File: src/rtl/vphy_seq_pkg.sv
package vphy_seq_pkg;

  localparam int PC_W = 6;

  typedef enum logic [2:0] {K_WR, K_WAIT, K_POLL, K_HOST, K_END} kind_t;

  typedef struct packed {
    kind_t      kind;
    logic [7:0] addr;
    logic [7:0] mask;
    logic [7:0] data;
  } step_t;

  // part indices, decoded by the PHY from address bits 7:5
  localparam logic [2:0] PART_ANA  = 3'd0;
  localparam logic [2:0] PART_DIG  = 3'd1;
  localparam logic [2:0] PART_LVDS = 3'd7;

  // program entry points
  localparam logic [PC_W-1:0] PC_SER  = 6'd0;
  localparam logic [PC_W-1:0] PC_LVDS = 6'd16;
  localparam logic [PC_W-1:0] PC_TTL  = 6'd33;
  localparam logic [PC_W-1:0] PC_OFF  = 6'd48;

  function automatic step_t wr(logic [2:0] part, logic [4:0] idx,
                               logic [7:0] mask, logic [7:0] data);
    step_t s;
    s.kind = K_WR;
    s.addr = {part, idx};
    s.mask = mask;
    s.data = data;
    return s;
  endfunction

  function automatic step_t ctl(kind_t k);
    step_t s;
    s.kind = k;
    s.addr = '0;
    s.mask = '0;
    s.data = '0;
    return s;
  endfunction

endpackage

File: src/rtl/vphy_us_timer.sv
module vphy_us_timer #(
  parameter int CYCLES_PER_US = 100
) (
  input  logic clk,
  input  logic rst_n,
  input  logic clear,
  output logic tick
);
  localparam int CW = (CYCLES_PER_US > 1) ? $clog2(CYCLES_PER_US) : 1;
  localparam logic [CW-1:0] LAST = CW'(CYCLES_PER_US - 1);

  logic [CW-1:0] cnt;

  assign tick = !clear && (cnt == LAST);

  always_ff @(posedge clk or negedge rst_n) begin
    if (!rst_n)             cnt <= '0;
    else if (clear || tick) cnt <= '0;
    else                    cnt <= cnt + CW'(1);
  end
endmodule

File: src/rtl/vphy_step_rom.sv
module vphy_step_rom
  import vphy_seq_pkg::*;
(
  input  logic [PC_W-1:0] pc,
  input  logic [4:0]      prediv,
  input  logic [8:0]      fbdiv,
  output step_t           step
);
  always_comb begin
    case (pc)
      // serial-lane power-on
      6'd0:  step = wr(PART_ANA, 5'h00, 8'h80, 8'h00);
      6'd1:  step = wr(PART_ANA, 5'h00, 8'h03, 8'h01);
      6'd2:  step = wr(PART_LVDS, 5'h03, 8'h07, 8'h01);
      6'd3:  step = wr(PART_ANA, 5'h03, 8'h1F, {3'b000, prediv});
      6'd4:  step = wr(PART_ANA, 5'h03, 8'h20, {2'b00, fbdiv[8], 5'b00000});
      6'd5:  step = wr(PART_ANA, 5'h04, 8'hFF, fbdiv[7:0]);
      6'd6:  step = wr(PART_ANA, 5'h01, 8'h03, 8'h00);
      6'd7:  step = wr(PART_ANA, 5'h01, 8'h04, 8'h04);
      6'd8:  step = ctl(K_WAIT);
      6'd9:  step = wr(PART_ANA, 5'h01, 8'h04, 8'h00);
      6'd10: step = wr(PART_DIG, 5'h00, 8'h01, 8'h00);
      6'd11: step = ctl(K_WAIT);
      6'd12: step = wr(PART_DIG, 5'h00, 8'h01, 8'h01);
      6'd13: step = wr(PART_ANA, 5'h00, 8'h7C, 8'h7C);
      // LVDS power-on
      6'd16: step = wr(PART_ANA, 5'h00, 8'h80, 8'h00);
      6'd17: step = wr(PART_ANA, 5'h00, 8'h03, 8'h01);
      6'd18: step = wr(PART_ANA, 5'h08, 8'h30, 8'h10);
      6'd19: step = wr(PART_LVDS, 5'h03, 8'h07, 8'h02);
      6'd20: step = wr(PART_ANA, 5'h03, 8'h1F, 8'h02);
      6'd21: step = wr(PART_ANA, 5'h03, 8'h20, 8'h00);
      6'd22: step = wr(PART_ANA, 5'h04, 8'hFF, 8'h1C);
      6'd23: step = wr(PART_LVDS, 5'h08, 8'hFF, 8'hFC);
      6'd24: step = wr(PART_LVDS, 5'h0B, 8'h05, 8'h00);
      6'd25: step = ctl(K_POLL);
      6'd26: step = wr(PART_ANA, 5'h1E, 8'h60, 8'h00);
      6'd27: step = wr(PART_LVDS, 5'h00, 8'h04, 8'h00);
      6'd28: step = ctl(K_WAIT);
      6'd29: step = wr(PART_LVDS, 5'h00, 8'h04, 8'h04);
      6'd30: step = wr(PART_LVDS, 5'h01, 8'h80, 8'h80);
      6'd31: step = wr(PART_LVDS, 5'h0B, 8'hF8, 8'hF8);
      // TTL power-on
      6'd33: step = wr(PART_ANA, 5'h00, 8'h80, 8'h00);
      6'd34: step = wr(PART_ANA, 5'h00, 8'h03, 8'h01);
      6'd35: step = wr(PART_LVDS, 5'h03, 8'h07, 8'h04);
      6'd36: step = wr(PART_LVDS, 5'h00, 8'h04, 8'h00);
      6'd37: step = ctl(K_WAIT);
      6'd38: step = wr(PART_LVDS, 5'h00, 8'h04, 8'h04);
      6'd39: step = wr(PART_LVDS, 5'h01, 8'h80, 8'h80);
      6'd40: step = wr(PART_LVDS, 5'h0B, 8'hF8, 8'hF8);
      6'd41: step = ctl(K_HOST);
      // power-off
      6'd48: step = wr(PART_ANA, 5'h00, 8'h7C, 8'h00);
      6'd49: step = wr(PART_ANA, 5'h01, 8'h03, 8'h03);
      6'd50: step = wr(PART_ANA, 5'h00, 8'h03, 8'h02);
      6'd51: step = wr(PART_ANA, 5'h00, 8'h80, 8'h80);
      6'd52: step = wr(PART_LVDS, 5'h0B, 8'hF8, 8'h00);
      6'd53: step = wr(PART_LVDS, 5'h01, 8'h80, 8'h00);
      6'd54: step = wr(PART_LVDS, 5'h0B, 8'h05, 8'h05);
      default: step = ctl(K_END);
    endcase
  end
endmodule

File: src/rtl/vphy_seq_ctrl.sv
module vphy_seq_ctrl
  import vphy_seq_pkg::*;
#(
  parameter int POLL_US         = 50,
  parameter int LOCK_TIMEOUT_US = 10000
) (
  input  logic            clk,
  input  logic            rst_n,
  input  logic            pwr_on_req,
  input  logic            pwr_off_req,
  input  logic [1:0]      mode,
  input  logic [4:0]      prediv_in,
  input  logic [8:0]      fbdiv_in,
  input  logic            pll_lock,
  input  logic            bus_ready,
  input  kind_t           kind,
  input  logic            us_tick,
  output logic [PC_W-1:0] pc,
  output logic [4:0]      prediv_q,
  output logic [8:0]      fbdiv_q,
  output logic            timer_clear,
  output logic            bus_valid,
  output logic            host_clk_en,
  output logic            busy,
  output logic            done,
  output logic            lock_timeout
);
  localparam int TW = $clog2(LOCK_TIMEOUT_US + 1);
  localparam int GW = (POLL_US > 1) ? $clog2(POLL_US) : 1;
  localparam logic [TW-1:0] T_LIM    = TW'(LOCK_TIMEOUT_US);
  localparam logic [GW-1:0] GAP_LAST = GW'(POLL_US - 1);

  typedef enum logic [1:0] {S_IDLE, S_EXEC, S_WAIT, S_POLL} st_t;

  st_t           state;
  logic          chk;
  logic [GW-1:0] gap;
  logic [TW-1:0] total_us;

  assign busy        = (state != S_IDLE);
  assign bus_valid   = (state == S_EXEC) && (kind == K_WR);
  assign timer_clear = (state == S_EXEC) && (kind == K_WAIT || kind == K_POLL);

  always_ff @(posedge clk or negedge rst_n) begin
    if (!rst_n) begin
      state        <= S_IDLE;
      pc           <= '0;
      prediv_q     <= '0;
      fbdiv_q      <= '0;
      host_clk_en  <= 1'b0;
      done         <= 1'b0;
      lock_timeout <= 1'b0;
      chk          <= 1'b0;
      gap          <= '0;
      total_us     <= '0;
    end else begin
      done <= 1'b0;
      case (state)
        S_IDLE: begin
          if (pwr_off_req) begin
            pc           <= PC_OFF;
            state        <= S_EXEC;
            lock_timeout <= 1'b0;
          end else if (pwr_on_req) begin
            case (mode)
              2'b00:   pc <= PC_SER;
              2'b01:   pc <= PC_LVDS;
              default: pc <= PC_TTL;
            endcase
            prediv_q     <= prediv_in;
            fbdiv_q      <= fbdiv_in;
            state        <= S_EXEC;
            lock_timeout <= 1'b0;
          end
        end
        S_EXEC: begin
          case (kind)
            K_WR:   if (bus_ready) pc <= pc + PC_W'(1);
            K_WAIT: state <= S_WAIT;
            K_POLL: begin
              state    <= S_POLL;
              chk      <= 1'b1;
              gap      <= '0;
              total_us <= '0;
            end
            K_HOST: begin
              host_clk_en <= 1'b1;
              pc          <= pc + PC_W'(1);
            end
            default: begin
              state <= S_IDLE;
              done  <= 1'b1;
            end
          endcase
        end
        S_WAIT: begin
          if (us_tick) begin
            state <= S_EXEC;
            pc    <= pc + PC_W'(1);
          end
        end
        default: begin
          if (chk) begin
            if (pll_lock) begin
              state <= S_EXEC;
              pc    <= pc + PC_W'(1);
            end else if (total_us >= T_LIM) begin
              lock_timeout <= 1'b1;
              state        <= S_EXEC;
              pc           <= pc + PC_W'(1);
            end else begin
              chk <= 1'b0;
            end
          end
          if (us_tick) begin
            if (total_us < T_LIM) total_us <= total_us + TW'(1);
            if (gap == GAP_LAST) begin
              gap <= '0;
              chk <= 1'b1;
            end else begin
              gap <= gap + GW'(1);
            end
          end
        end
      endcase
    end
  end
endmodule

File: src/rtl/vphy_pwr_seq.sv
module vphy_pwr_seq
  import vphy_seq_pkg::*;
#(
  parameter int CYCLES_PER_US   = 100,
  parameter int POLL_US         = 50,
  parameter int LOCK_TIMEOUT_US = 10000
) (
  input  logic       clk,
  input  logic       rst_n,
  input  logic       pwr_on_req,
  input  logic       pwr_off_req,
  input  logic [1:0] mode,
  input  logic [4:0] prediv,
  input  logic [8:0] fbdiv,
  input  logic       pll_lock,
  output logic       bus_valid,
  input  logic       bus_ready,
  output logic [7:0] bus_addr,
  output logic [7:0] bus_mask,
  output logic [7:0] bus_data,
  output logic       host_clk_en,
  output logic       busy,
  output logic       done,
  output logic       lock_timeout
);
  logic [PC_W-1:0] pc;
  logic [4:0]      prediv_q;
  logic [8:0]      fbdiv_q;
  logic            timer_clear;
  logic            us_tick;
  step_t           step;

  vphy_us_timer #(.CYCLES_PER_US(CYCLES_PER_US)) u_timer (
    .clk   (clk),
    .rst_n (rst_n),
    .clear (timer_clear),
    .tick  (us_tick)
  );

  vphy_step_rom u_rom (
    .pc     (pc),
    .prediv (prediv_q),
    .fbdiv  (fbdiv_q),
    .step   (step)
  );

  vphy_seq_ctrl #(
    .POLL_US         (POLL_US),
    .LOCK_TIMEOUT_US (LOCK_TIMEOUT_US)
  ) u_ctrl (
    .clk          (clk),
    .rst_n        (rst_n),
    .pwr_on_req   (pwr_on_req),
    .pwr_off_req  (pwr_off_req),
    .mode         (mode),
    .prediv_in    (prediv),
    .fbdiv_in     (fbdiv),
    .pll_lock     (pll_lock),
    .bus_ready    (bus_ready),
    .kind         (step.kind),
    .us_tick      (us_tick),
    .pc           (pc),
    .prediv_q     (prediv_q),
    .fbdiv_q      (fbdiv_q),
    .timer_clear  (timer_clear),
    .bus_valid    (bus_valid),
    .host_clk_en  (host_clk_en),
    .busy         (busy),
    .done         (done),
    .lock_timeout (lock_timeout)
  );

  assign bus_addr = bus_valid ? step.addr : 8'h00;
  assign bus_mask = bus_valid ? step.mask : 8'h00;
  assign bus_data = bus_valid ? step.data : 8'h00;
endmodule

File: config.mk
export PLATFORM = sky130hd
export DESIGN_NAME = vphy_pwr_seq
export DESIGN_NICKNAME = d
export VERILOG_FILES = /design/src/rtl/vphy_seq_pkg.sv /design/src/rtl/vphy_us_timer.sv /design/src/rtl/vphy_step_rom.sv /design/src/rtl/vphy_seq_ctrl.sv /design/src/rtl/vphy_pwr_seq.sv
export SDC_FILE = /design/constraint.sdc
export NUM_CORES = 1
export LEC_CHECK = 0
export CAP_MARGIN = 20
export CORE_ASPECT_RATIO = 0.75
export CORE_UTILIZATION = 30
export CTS_CLUSTER_DIAMETER = 30
export DETAILED_ROUTE_END_ITERATION = 10
export HOLD_SLACK_MARGIN = 0.02
export PLACE_DENSITY = 0.5
export SYNTH_ARGS = -nofsm -noshare
export SYNTH_HDL_FRONTEND = slang
export SYNTH_SLANG_ARGS = --single-unit
File: constraint.sdc
create_clock -name clk -period 4.05 [get_ports clk]
set_input_delay 0.81 -clock clk [delete_from_list [all_inputs] [get_ports clk]]
set_output_delay 0.81 -clock clk [all_outputs]
set_load 0.005 [all_outputs]
=== After elaboration in Yosys (flattened, before gate mapping) ===
Cells that the tools add are included.

* Input bits: 22
* Word-level logic and storage cells: 162
* Bits in registers: 53
* Output and inout port bits: 29

* Bitwise gates (word level): 3
* Eq/ne operators: 60
* Order comparisons: 2
* Mux-type cells: 46
* Reduce and logical (&&, ||, !) cells: 36
* Add/subtract/negate cells: 4

{| class="wikitable"
|+ Operators by type and width
! operator !! number
|-
| one-hot mux 27 bit (35 select lines) || 1
|-
| equality test 6 bit, second input constant || 17
|-
| equality test 6 x 5 -> 1 bit, second input constant || 16
|-
| two-way mux 6 bit || 10
|-
| two-way mux 14 bit || 3
|-
| equality test 6 x 4 -> 1 bit, second input constant || 6
|-
| one-hot mux 6 bit (2 select lines) || 3
|-
| one-hot mux 14 bit (2 select lines) || 1
|-
| equality test 6 x 3 -> 1 bit, second input constant || 4
|-
| two-way mux 8 bit || 3
|-
| one-hot mux 6 bit (3 select lines) || 1
|-
| adder 14 x 1 -> 14 bit, second input constant || 1
|-
| greater-or-equal comparator 14 bit, second input constant || 1
|-
| less-than comparator 14 bit, second input constant || 1
|-
| OR reduction 2 bit || 7
|-
| two-way mux 1 bit || 13
|-
| adder 6 x 1 -> 6 bit, second input constant || 2
|-
| equality test 6 x 2 -> 1 bit, second input constant || 2
|-
| two-way mux 2 bit || 6
|-
| one-hot mux 2 bit (3 select lines) || 2
|-
| AND reduction 5 bit || 2
|-
| nonzero test 2 bit || 5
|-
| != test 3 bit, second input constant || 3
|-
| OR reduction 4 bit || 2
|-
| other kinds (25) || 39
|}

=== Depth between registers and ports, before layout ===
Gate-level depths: netlist (run 1).

* Depth after elaboration: 10
* Depth in mapped cells: 12

=== Modules after synthesis ===
Synthesis (run 1) repeated with hierarchy kept, for this count alone.

* Cell total of the unflattened synthesis: 516
* Area, all modules: 4,413.0 um^2

{| class="wikitable"
|+ By module, submodules not included
! module !! seq. area each (um^2) !! area each (um^2) !! instances !! cells each
|-
| vphy_seq_ctrl || 1,151.1 || 2,467.4 || 1 || 236
|-
| vphy_step_rom || 0.0 || 1,421.4 || 1 || 223
|-
| vphy_us_timer || 175.2 || 329.1 || 1 || 31
|-
| vphy_pwr_seq || 0.0 || 195.2 || 1 || 26
|}

=== Worst setup path after synthesis (run 1) ===
OpenSTA, ideal clock, no wires.

* Path kind: flip-flop to output port
* From: register u_ctrl.pc[0]
* To: output bus_addr[7]
* Cell stages (with the launch flop): 12
* Required time: 3,240 ps
* Path slack: 401 ps
* Arrival: 2,839 ps
* Path buffers: 4
* Cells stage by stage: dfrtp_1 -> ha_1 -> buf_2 -> mux2_4 -> a32oi_2 -> or3b_1 -> or4_1 -> buf_2 -> nand2_1 -> clkbuf_1 -> nor2_1 -> buf_4

* Cells in the longest elaborated chain, start to end: 6

{| class="wikitable"
|+ RTL lines
! what !! RTL line !! RTL
|-
| start, declared || vphy_seq_ctrl.sv:18 || <nowiki>output logic [PC_W-1:0] pc,</nowiki>
|-
| start signal, assigned || vphy_seq_ctrl.sv:78 || <nowiki>K_WR: if (bus_ready) pc <= pc + PC_W'(1);</nowiki>
|-
| start signal, assigned || vphy_seq_ctrl.sv:88 || <nowiki>pc <= pc + PC_W'(1);</nowiki>
|-
| start signal, assigned || vphy_seq_ctrl.sv:99 || <nowiki>pc <= pc + PC_W'(1);</nowiki>
|-
| equality test 6 x 4 -> 1 bit (tied with other cells) || vphy_step_rom.sv:10 || <nowiki>case (pc)</nowiki>
|-
| OR reduction 4 bit (no source line) (tied with other cells) || - ||
|-
| one-hot mux 27 bit (35 select lines) * || vphy_step_rom.sv:10 ||
|-
| zero test 3 bit || vphy_seq_ctrl.sv:41 || <nowiki>assign bus_valid = (state == S_EXEC) && (kind == K_WR);</nowiki>
|-
| logical AND 1 bit || vphy_seq_ctrl.sv:41 ||
|-
| two-way mux 8 bit * || vphy_pwr_seq.sv:73 || <nowiki>assign bus_addr = bus_valid ? step.addr : 8'h00;</nowiki>
|-
| end, declared || vphy_pwr_seq.sv:18 || <nowiki>output logic [7:0] bus_addr,</nowiki>
|}

Mark *: on every way between the ends. The rest lies on a longest branch, timed or not.

=== Worst setup path after layout (run 1) ===
* From: register u_ctrl.pc[1]
* To: output bus_data[6]

* Cells in the longest elaborated chain, start to end: 6

{| class="wikitable"
|+ RTL lines
! what !! RTL line !! RTL
|-
| equality test 6 x 4 -> 1 bit (tied with other cells) || vphy_step_rom.sv:10 ||
|-
| OR reduction 4 bit (no source line) (tied with other cells) || - ||
|-
| one-hot mux 27 bit (35 select lines) * || vphy_step_rom.sv:10 ||
|-
| zero test 3 bit || vphy_seq_ctrl.sv:41 ||
|-
| logical AND 1 bit || vphy_seq_ctrl.sv:41 ||
|-
| two-way mux 8 bit * || vphy_pwr_seq.sv:75 || <nowiki>assign bus_data = bus_valid ? step.data : 8'h00;</nowiki>
|-
| end, declared || vphy_pwr_seq.sv:20 || <nowiki>output logic [7:0] bus_data,</nowiki>
|}

Marks and branches as above.

==> reports/metrics.cfg, run 1 <==
[outcome]
outcome=finished, final reports clean

[floorplan]
die_area_um2=13800
dieWidth_um=135
start_util_pct=30.7
ioPinCount=51
fp.dieH_um=102
rows=36
core-area_um2=13000

[routing]
drt_first_pass_iters=5
routed_wl_um=12200
first_iter_violations=303
routed_via_density=5.57
num_vias=3935
drc=0
antenna_left=0
wl_per_cell_um=17.3

[job]
drv_cap=0

[cells_and_area]
register_area_um2=1330
drive_gt1_share_pct=15.5
diodes=0
multi_input_area_um2=2480
n_fill_cell=1335
finalInstanceArea_um2=5070
fin_nets=569
final_common_cell=dfrtp_1
layout_common_cells=dfrtp_1 (49), nor2_1 (42), clkdlybuf4s50_1 (38)
area_growth_pct=27.2

[sta]
rsz0062_at_grt=true
min_period_ns=3.96
hold_viol=0
max_slew_margin_pct=47.6
fmax_mhz=252
fin_crit_sh_pct=97.9
tightestPinTransition_ns=0.787
setup_viol=0
holdWs_ns=0.467
fin_tns_setup_ns=0
clock_skew_ns=0.00590
finalMaxSlewViolations=0

[logic_synthesis]
synth.area.top_cells=dfrtp_1 (33%), mux2_2 (5.1%), o21ai_0 (4.6%)
yosysWarnings=0
ys_types=68
synthesis.area_um2=3990
avgSynthCellArea_um2=8.39
yosys_most_used_dff=dfrtp_1
ys_seq_elements=53
synth-edff-count=0
synth_nets=509
syn_inst=475
synthArstFlopShare_pct=100
synth_top_area_share_pct=33.3
ys_seq_area_share_pct=33.3
synth_top_area_cell=dfrtp_1

[worst_setup_path]
r2r_start=u_ctrl.pc[1]$_DFFE_PN0P_
cp_top_family=simple AND/OR/NAND/NOR gates
path_cells=ha_2 > mux2_4 > a32oi_2 > or3b_4 > or4_4 > nand2_4 > clkbuf_16 > a21oi_1 > clkdlybuf4s50_1
cp_max_fo=11
end_kind=output port
cp_slowest_cell=or4_4
cp.arrival_ns=3.15
critical_path_class=register to output port
start_kind=register
required_ns=3.24
path_buf_inv=2
slowest_delay_ns=0.51
critPathLaunch=u_ctrl.pc[1]$_DFFE_PN0P_

[placement]
routabilityCongestion=0.956
dp_hpwl_um=8950
place_area_um2=4780
port_buffers=50

[clock_tree]
numCtsBuffers=5
holdBufCountCts=0
cts_tree=built
clockRootBuffer=clkbuf_16
clkSlewWorstSetupHoldPaths_ns=0.07
htreeDepth=2
worstSkewPairLatency_ns=0.29
cts_sinks=53
clockBufferDepth=2

[power]
leakage_nw=2.18
seqPwrFrac_pct=24.1
power_switching_share_pct=44.9
power_frac_comb_pct=64.7
clockPowerShare_pct=11.3
internal_power_w=0.00209
ir_worst_vdd_mv=0.290
power.density_nw_per_um2=746
p_sw_w=0.00170

[worst_hold_path]
holdCritStartpoint=u_timer.cnt[0]$_DFF_PN0_
hold_path_class=register to register

[global_routing]
antenna_found_initial=0
grt_max_degree=34
grt_pass1_wl_um=19400
grt_usage_pct=18.1
globalRouteOverflowTotal=0
grt_pass1_vias=3659

-- power groups by stage --
stage	logic [W]	registers, W	clock network (W)
3_5_place_dp	0.00224	0.000914	0
6_report	0.00245	0.000909	0.000426
3_3_place_gp	0.00224	0.000905	0
5_1_grt	0.00265	0.000938	0.000465
2_1_floorplan	0.00150	0.000816	0
4_1_cts	0.00227	0.000904	0.000446
-- worst paths after layout --
check                      slack [ns]                              to  cells after the start
max                              0.09                     bus_data[6]                      9
min                              0.47        u_timer.cnt[0]$_DFF_PN0_                      1
max reg2reg                      1.01        u_ctrl.pc[5]$_DFFE_PN0P_                      8
min reg2reg                      0.47        u_timer.cnt[0]$_DFF_PN0_                      1
max in group asynchronous        2.68       u_ctrl.gap[5]$_DFFE_PN0P_                      2
min in group asynchronous        0.58  u_ctrl.total_us[0]$_DFFE_PN0P_                      1
-- cell families after synthesis --
| logic type | count (synthesis) | share of synthesized area, % |
|---|---|---|
| AOI/OAI and AO/OA | 129 | 21.6 |
| xor gates and xnor gates | 9 | 1.98 |
| adders and majority gates | 12 | 3.77 |
| buffers and inverters | 52 | 5.84 |
| DFF | 53 | 33.3 |
| muxes | 25 | 7.22 |
| and+or+nand+nor | 195 | 26.4 |
-- synthesized netlist by cell type, types with 4 or more instances --
| cell | instances |
|---|---|
| nand3b_1 | 9 |
| a21o_1 | 5 |
| and3_1 | 8 |
| nand2_1 | 37 |
| a21oi_1 | 23 |
| or3_1 | 7 |
| nor4bb_1 | 4 |
| a31oi_1 | 10 |
| mux2_2 | 18 |
| nor3b_1 | 5 |
| inv_1 | 17 |
| nor4b_1 | 5 |
| nand3_1 | 28 |
| nor2b_1 | 4 |
| nor3_1 | 9 |
| nor2_1 | 42 |
| buf_1 | 4 |
| o21ai_0 | 37 |
| ha_1 | 12 |
| o211ai_1 | 5 |
| nand2b_1 | 8 |
| clkbuf_1 | 16 |
| xnor2_1 | 5 |
| a22o_1 | 6 |
| dfrtp_1 | 53 |
| and2_1 | 5 |
| buf_2 | 9 |
| nand4_1 | 8 |
| xor2_1 | 4 |
| a211oi_1 | 4 |
| mux2i_1 | 4 |
-- registers in the layout, indices dropped and copies added (netlist names) --
signal               flops
u_ctrl.host_clk_en       1
u_timer.cnt              7
u_ctrl.pc                6
u_ctrl.state             2
u_ctrl.fbdiv_q           9
u_ctrl.total_us         14
u_ctrl.prediv_q          5
u_ctrl.chk               1
u_ctrl.done              1
u_ctrl.gap               6
u_ctrl.lock_timeout      1
-- per-stage QoR --
step | util [%] | instances | setup slack, ns | total power (W)
after floorplan | - | 475 | 0.401 | 0.00231
after global placement | 36.9 | 694 | 0.253 | 0.00315
after detailed placement | 36.9 | 694 | 0.236 | 0.00315
after CTS | 38.2 | 704 | 0.00821 | 0.00362
after global routing | 39.1 | 707 | -0.0202 | 0.00405
final | 39.1 | 707 | 0.0851 | 0.00378
-- metal layers --
metal	track usage, %	part of all wire [%]	wire length (µm)
met2	25.3	42	5070
met4	5.62	1.2	142
met3	3.67	6.4	783
met5	0	0	0
met1	27.4	51	6210
-- cell type report --
type	instances	share of cell area, %
multi-input cells	370	48.9
flip-flops and latches	53	26.3
repair buffers	87	16.5
well taps	171	4.22
clock buffers	6	2.54
inverters	18	1.33
clock inverters	2	0.296
-- what timing repair did --
| action | CTS | global route |
|---|---|---|
| endpoints found under the setup margin | 25 | 25 |
| pin swaps | 0 | 1 |
| resized for setup | 4 | 24 |
| setup buffers | 2 | 2 |
| gates cloned | 0 | 1 |
Note: power is estimated with default switching activity, not from simulation.
==> run 2: changes to the inputs <==
--- a/config.mk
+++ b/config.mk
@@ -7,11 +7,11 @@
 export LEC_CHECK = 0
 export CAP_MARGIN = 20
 export CORE_ASPECT_RATIO = 0.75
-export CORE_UTILIZATION = 30
+export CORE_UTILIZATION = 55
 export CTS_CLUSTER_DIAMETER = 30
 export DETAILED_ROUTE_END_ITERATION = 10
 export HOLD_SLACK_MARGIN = 0.02
-export PLACE_DENSITY = 0.5
+export PLACE_DENSITY = 0.8
 export SYNTH_ARGS = -nofsm -noshare
 export SYNTH_HDL_FRONTEND = slang
 export SYNTH_SLANG_ARGS = --single-unit
==> run 2 against run 1 <==
Core utilization up 32 points. Critical path depth up 2. Maximum frequency up 1.9%. Worst setup slack better by 0.075 ns. Clock skew up 0.0053 ns. Count of clock-buffer cells in the layout unchanged. Sequential share of layout area up 0.62 points. Critical endpoint is now bus_addr[7]. Register-to-register slack worse by 0.08 ns. Largest cell class unchanged. Wire length down 5.2%. Combinational power down 2%.
==> reports/metrics.cfg, run 2 (same netlist as run 1, synthesis figures left out) <==
[outcome]
outcome=finished, final reports clean

[sta]
fin_tns_setup_ns=0  ; unchanged
max_slew_margin_pct=58.9  ; +11 points
rsz0062_at_grt=false
tightestPinTransition_ns=0.615  ; -0.171 ns
setup_viol=0  ; unchanged
hold_viol=0  ; unchanged
clock_skew_ns=0.0112  ; +0.00530 ns
fmax_mhz=257  ; +1.9%
finalMaxSlewViolations=0  ; unchanged
fin_crit_sh_pct=96.0  ; -1.9 points
min_period_ns=3.89  ; -0.0753 ns

[routing]
drc=0  ; unchanged
first_iter_violations=432  ; +43%
antenna_left=0  ; unchanged
wl_per_cell_um=18.3  ; +6.2%
drt_first_pass_iters=6  ; +1
num_vias=4023  ; +2.2%
routed_via_density=6.38  ; +15%
routed_wl_um=11600  ; -5.2%

[cells_and_area]
final_common_cell=dfrtp_1
register_area_um2=1330  ; -0.38%
top_register=u_ctrl.total_us
drive_gt1_share_pct=14.4  ; -1.0 points
n_fill_cell=550  ; -59%
layout_common_cells=dfrtp_1 (53), nor2_1 (41), o21ai_0 (36), nand2_1 (36), buf_4 (29)
fin_nets=566  ; -0.53%
utilization_pct=71.6  ; +32 points
area_growth_pct=23.8
largest_register_ffs=14  ; unchanged
diodes=0  ; unchanged
top_regs=u_ctrl.total_us (14), u_ctrl.fbdiv_q (9), u_timer.cnt (7)
multi_input_area_um2=2460  ; -0.61%

[floorplan]
die_area_um2=7600  ; -45%
ioPinCount=51  ; unchanged
core-area_um2=6900  ; -47%
rows=26  ; -28%
dieWidth_um=100  ; -26%
fp.dieH_um=75.7  ; -26%
start_util_pct=57.8  ; +27 points

[worst_setup_path]
end_kind=output port
cp.arrival_ns=3.08  ; -0.07 ns
required_ns=3.24  ; about the same
cp_max_fo=12  ; +1
start_kind=register
critical_path_class=register to output port

[global_routing]
antenna_found_initial=0  ; unchanged
grt_max_degree=31  ; -8.8%
grt_pass1_wl_um=18300  ; -5.9%
globalRouteOverflowTotal=0  ; unchanged
grt_pass1_vias=3619  ; -1.1%
grt_usage_pct=31.1  ; +13 points

[placement]
routabilityCongestion=0.970  ; +1.5%
port_buffers=50  ; unchanged
dp_hpwl_um=8410  ; -6.0%

[power]
leakage_nw=2.39  ; +9.4%
ir_worst_vdd_mv=0.337  ; +16%
power.density_nw_per_um2=734  ; -1.5%

[worst_hold_path]
hold_path_class=input pin to async pin

[clock_tree]
clkSlewWorstSetupHoldPaths_ns=0.10  ; +0.03 ns
cts_sinks=53  ; unchanged
clockRootBuffer=clkbuf_8
htreeDepth=2  ; unchanged
numCtsBuffers=5  ; unchanged
worstSkewPairLatency_ns=0.31  ; +0.02 ns
clockBufferDepth=2  ; unchanged
cts_tree=built

[job]
drv_cap=0  ; unchanged

-- run 2: report_power, final --
part           internal, W  switching, W
clock             0.000141      0.000181
combinational      0.00112       0.00128
sequential        0.000707      0.000197
total              0.00196       0.00166
-- run 2: metrics by stage --
| stage | worst slack [ns] | cells | instance area, µm² | hold slack [ns] | total power [W] |
|---|---|---|---|---|---|
| after floorplan | 0.401 | 475 | 3990 | 0.425 | 0.00231 |
| after global placement | 0.285 | 619 | 4690 | 0.448 | 0.00307 |
| after detailed placement | 0.203 | 619 | 4690 | 0.455 | 0.00312 |
| after CTS | 0.000242 | 630 | 4830 | 0.467 | 0.00348 |
| after global routing | 0.0257 | 631 | 4940 | 0.476 | 0.00388 |
| final | 0.160 | 631 | 4940 | 0.453 | 0.00362 |
-- run 2: metal layers --
layer	share of wire, %	up-vias	track usage, %	routed length (µm)
li1	-	1867	-	-
met1	46	1907	46.1	5290
met2	43	227	46.6	4980
met3	10	22	6.15	1160
met4	1.1	0	8.05	132
met5	0	-	0	0
-- run 2: area by class of cell --
class	instances	area share (%)
tap	98	2.48
sequential	53	26.9
clock inverter	2	0.330
clock buffer	6	1.67
timing repair buffer	84	17.3
multi-input combinational	370	49.9
inverter	18	1.37
-- run 2: worst paths after layout --
| check | startpoint | endpoint | slack [ns] | cells after the start |
|---|---|---|---|---|
| min reg2reg | u_timer.cnt[0]$_DFF_PN0_ | u_timer.cnt[0]$_DFF_PN0_ | 0.47 | 1 |
| min in group clk | u_timer.cnt[0]$_DFF_PN0_ | u_timer.cnt[0]$_DFF_PN0_ | 0.47 | 1 |
| min | rst_n | u_ctrl.gap[0]$_DFFE_PN0P_ | 0.45 | 1 |
| max | u_ctrl.pc[0]$_DFFE_PN0P_ | bus_addr[7] | 0.16 | 11 |
| max reg2reg | u_ctrl.pc[0]$_DFFE_PN0P_ | u_ctrl.pc[4]$_DFFE_PN0P_ | 0.93 | 10 |
| max in group asynchronous | rst_n | u_timer.cnt[0]$_DFF_PN0_ | 2.80 | 2 |
-- run 2: timing repair --
action / 4_1_cts / 5_1_grt
buffers inserted: 3 / 0
hold buffers: 0 / 0
cloned: 0 / 1
endpoints found under the setup margin: 25 / 24
pin swaps: 1 / 1
resized for setup: 8 / 31
-- run 2: critical path, cell delays in order (launching register included) --
cell and delay [ns]:
dfrtp_1 0.41, buf_4 0.15, ha_2 0.19, buf_6 0.14, or3b_4 0.25, a41oi_2 0.15
a2111o_1 0.33, or4_4 0.54, nand2_4 0.11, clkbuf_16 0.16, nor2_1 0.06, dlygate4sd2_1 0.28
==> run 3: changes to the inputs <==
--- a/config.mk
+++ b/config.mk
@@ -7,11 +7,10 @@
 export LEC_CHECK = 0
 export CAP_MARGIN = 20
 export CORE_ASPECT_RATIO = 0.75
-export CORE_UTILIZATION = 55
-export CTS_CLUSTER_DIAMETER = 30
+export CORE_UTILIZATION = 40
 export DETAILED_ROUTE_END_ITERATION = 10
 export HOLD_SLACK_MARGIN = 0.02
-export PLACE_DENSITY = 0.8
+export PLACE_DENSITY = 0.62
 export SYNTH_ARGS = -nofsm -noshare
 export SYNTH_HDL_FRONTEND = slang
 export SYNTH_SLANG_ARGS = --single-unit
==> constraint.sdc (replaced) <==
create_clock -name clk -period 4 [get_ports clk]
set_input_delay 0.8 -clock clk [delete_from_list [all_inputs] [get_ports clk]]
set_output_delay 0.8 -clock clk [all_outputs]
set_load 0.005 [all_outputs]
==> run 3 against run 2 <==
Register-to-register slack better by 0.04 ns. Die area is 37% higher. Final cell count rose by 6.3%. Global-route usage fell by 7.0 points. Core utilization decreased by 19 points. Clock skew decreased by 0.0059 ns. Worst setup slack worse by 0.085 ns. Sequential power rose by 2.3%. Wire length up 5.0%. First-iteration DRC count down 16%. Largest cell class unchanged.
==> reports/metrics.cfg, run 3 (same netlist as run 1, synthesis figures left out) <==
[job]
drv_cap=0  ; unchanged

[power]
p_sw_w=0.00174  ; +4.8%
clockPowerShare_pct=11.5  ; +2.6 points
leakage_nw=2.20  ; -7.9%
seqPwrFrac_pct=23.8  ; -1.2 points
power.density_nw_per_um2=770  ; +4.9%
ir_worst_vdd_mv=0.291  ; -14%
power_frac_comb_pct=64.8  ; -1.3 points
power_switching_share_pct=44.7  ; -1.1 points
internal_power_w=0.00215  ; +9.6%

[routing]
num_vias=3941  ; -2.0%
antenna_left=0  ; unchanged
drt_first_pass_iters=5  ; -1
drc=0  ; unchanged
first_iter_violations=365  ; -16%
routed_wl_um=12100  ; +5.0%
wl_per_cell_um=18.1  ; -1.3%
routed_via_density=5.87  ; -7.9%

[sta]
tightestPinTransition_ns=0.793  ; +0.177 ns
hold_viol=0  ; unchanged
clock_skew_ns=0.00532  ; -0.00588 ns
min_period_ns=3.92
max_slew_margin_pct=47.2  ; -12 points
fmax_mhz=255
fin_tns_setup_ns=0  ; unchanged
setup_viol=0  ; unchanged
fin_crit_sh_pct=98.1
finalMaxSlewViolations=0  ; unchanged

[worst_setup_path]
cp_slowest_cell=or4_4
start_kind=register
path_cells=ha_2 > buf_4 > a21oi_1 > o32ai_1 > a2111o_1 > or4_4 > nand2_4 > clkbuf_16 > a21oi_1 > clkdlybuf4s50_1
end_kind=output port
slowest_delay_ns=0.55  ; about the same
path_buf_inv=3  ; -1
cp_max_fo=11  ; -1
critical_path_class=register to output port
required_ns=3.20  ; -0.04 ns
worst_path_most_repeated_cell=a21oi_1
cp.arrival_ns=3.12  ; +0.04 ns
cp_top_family=buffers and inverters

[cells_and_area]
final_common_cell=dfrtp_1
instances_no_fill=671  ; +6.3%
drive_gt1_share_pct=16.0  ; +1.5 points
layout_common_cells=dfrtp_1 (50), nor2_1 (42), clkdlybuf4s50_1 (39)
top_register=u_ctrl.total_us
finalInstanceArea_um2=5050  ; +2.4%
top_regs=u_ctrl.total_us (14), u_ctrl.fbdiv_q (9), u_timer.cnt (7)
diodes=0  ; unchanged
multi_input_area_um2=2490  ; +0.86%
register_area_um2=1330  ; +0.28%
largest_register_ffs=14  ; unchanged
n_fill_cell=898  ; +63%
area_growth_pct=26.7
fin_nets=572  ; +1.1%

[placement]
place_area_um2=4760  ; +1.4%
dp_hpwl_um=8730  ; +3.8%
place_inst=658  ; +6.3%
port_buffers=50  ; unchanged
routabilityCongestion=0.984  ; +1.5%

[clock_tree]
clkSlewWorstSetupHoldPaths_ns=0.07  ; -0.03 ns
cts_sinks=53  ; unchanged
clockBufferDepth=2  ; unchanged
cts_tree=built
numCtsBuffers=5  ; unchanged
clockRootBuffer=clkbuf_16
htreeDepth=2  ; unchanged
worstSkewPairLatency_ns=0.29  ; -0.02 ns
holdBufCountCts=0  ; unchanged

[floorplan]
core-area_um2=9660  ; +40%
dieWidth_um=117  ; +17%
rows=31  ; +19%
fp.dieH_um=88.5  ; +17%
start_util_pct=41.3  ; -17 points
die_area_um2=10400  ; +37%
ioPinCount=51  ; unchanged

[global_routing]
grt_max_degree=35  ; +13%
globalRouteOverflowTotal=0  ; unchanged
grt_usage_pct=24.1  ; -7.0 points
grt_pass1_wl_um=19200  ; +5.1%
grt_pass1_vias=3638  ; +0.53%
antenna_found_initial=0  ; unchanged

[worst_hold_path]
hold_path_class=register to register

[outcome]
outcome=finished, final reports clean

==> run 3: cell types whose count changed in the layout (fill, tap and decap cells not counted), sizes merged <==
cell	previous run	this run
clkinvlp	1	0
clkdlybuf4s50	24	39
dlymetal6s2s	23	10
clkinv	1	3
buf	34	40
inv	18	17
dlygate4sd2	2	0
==> run 3: through the flow <==
stage               setup slack [ns]  total power [W]  hold slack, ns  utilization [%]
floorplan                      0.361          0.00234           0.425                -
global placement               0.277          0.00317           0.445             49.3
detailed placement             0.228          0.00320           0.448             49.3
CTS                           0.0204          0.00368           0.469             51.1
global route               -0.000960          0.00414           0.480             52.3
finish                        0.0756          0.00389           0.471             52.3
==> run 3: cell type report <==
type / count / share of cell area [%]
clock inverters: 2 / 0.272
well taps: 132 / 3.27
clock buffers: 6 / 2.75
flip-flops and latches: 53 / 26.3
repair buffers: 90 / 16.8
multi-input cells: 370 / 49.2
inverters: 18 / 1.34
==> run 3: power groups by stage <==
stage	Clock (W)	Combinational (W)	Sequential, W
after floorplan	0	0.00152	0.000826
after global placement	0	0.00226	0.000915
after detailed placement	0	0.00228	0.000921
after CTS	0.000458	0.00231	0.000911
after global routing	0.000478	0.00272	0.000946
final	0.000447	0.00252	0.000925
==> run 3: path summary, 6_finish.rpt <==
kind / startpoint / cells after the start / endpoint / slack, ns
worst max-delay path: u_ctrl.pc[1]$_DFFE_PN0P_ / 10 / bus_addr[3] / 0.08
worst min-delay path: u_timer.cnt[0]$_DFF_PN0_ / 1 / u_timer.cnt[0]$_DFF_PN0_ / 0.47
worst max register to register: u_ctrl.pc[1]$_DFFE_PN0P_ / 9 / u_ctrl.pc[5]$_DFFE_PN0P_ / 0.97
worst min register to register: u_timer.cnt[0]$_DFF_PN0_ / 1 / u_timer.cnt[0]$_DFF_PN0_ / 0.47
max in group asynchronous: rst_n / 2 / u_ctrl.pc[5]$_DFFE_PN0P_ / 2.63
min in group asynchronous: rst_n / 1 / u_ctrl.gap[0]$_DFFE_PN0P_ / 0.59
==> run 3: layer usage <==
metal  GRT usage, %  wire length (µm)  part of all wire (%)
met2           33.6              5030                    41
met1           36.6              5990                    49
met4           5.64               116                  0.96
met5              0                 0                     0
met3           6.44              1010                   8.3
==> run 3: repair_timing <==
| action | in CTS | in global routing |
|---|---|---|
| cloned | 0 | 1 |
| resized for setup | 4 | 24 |
| endpoints found under the setup margin | 25 | 25 |
| buffers inserted | 2 | 2 |
| pin swaps | 0 | 1 |
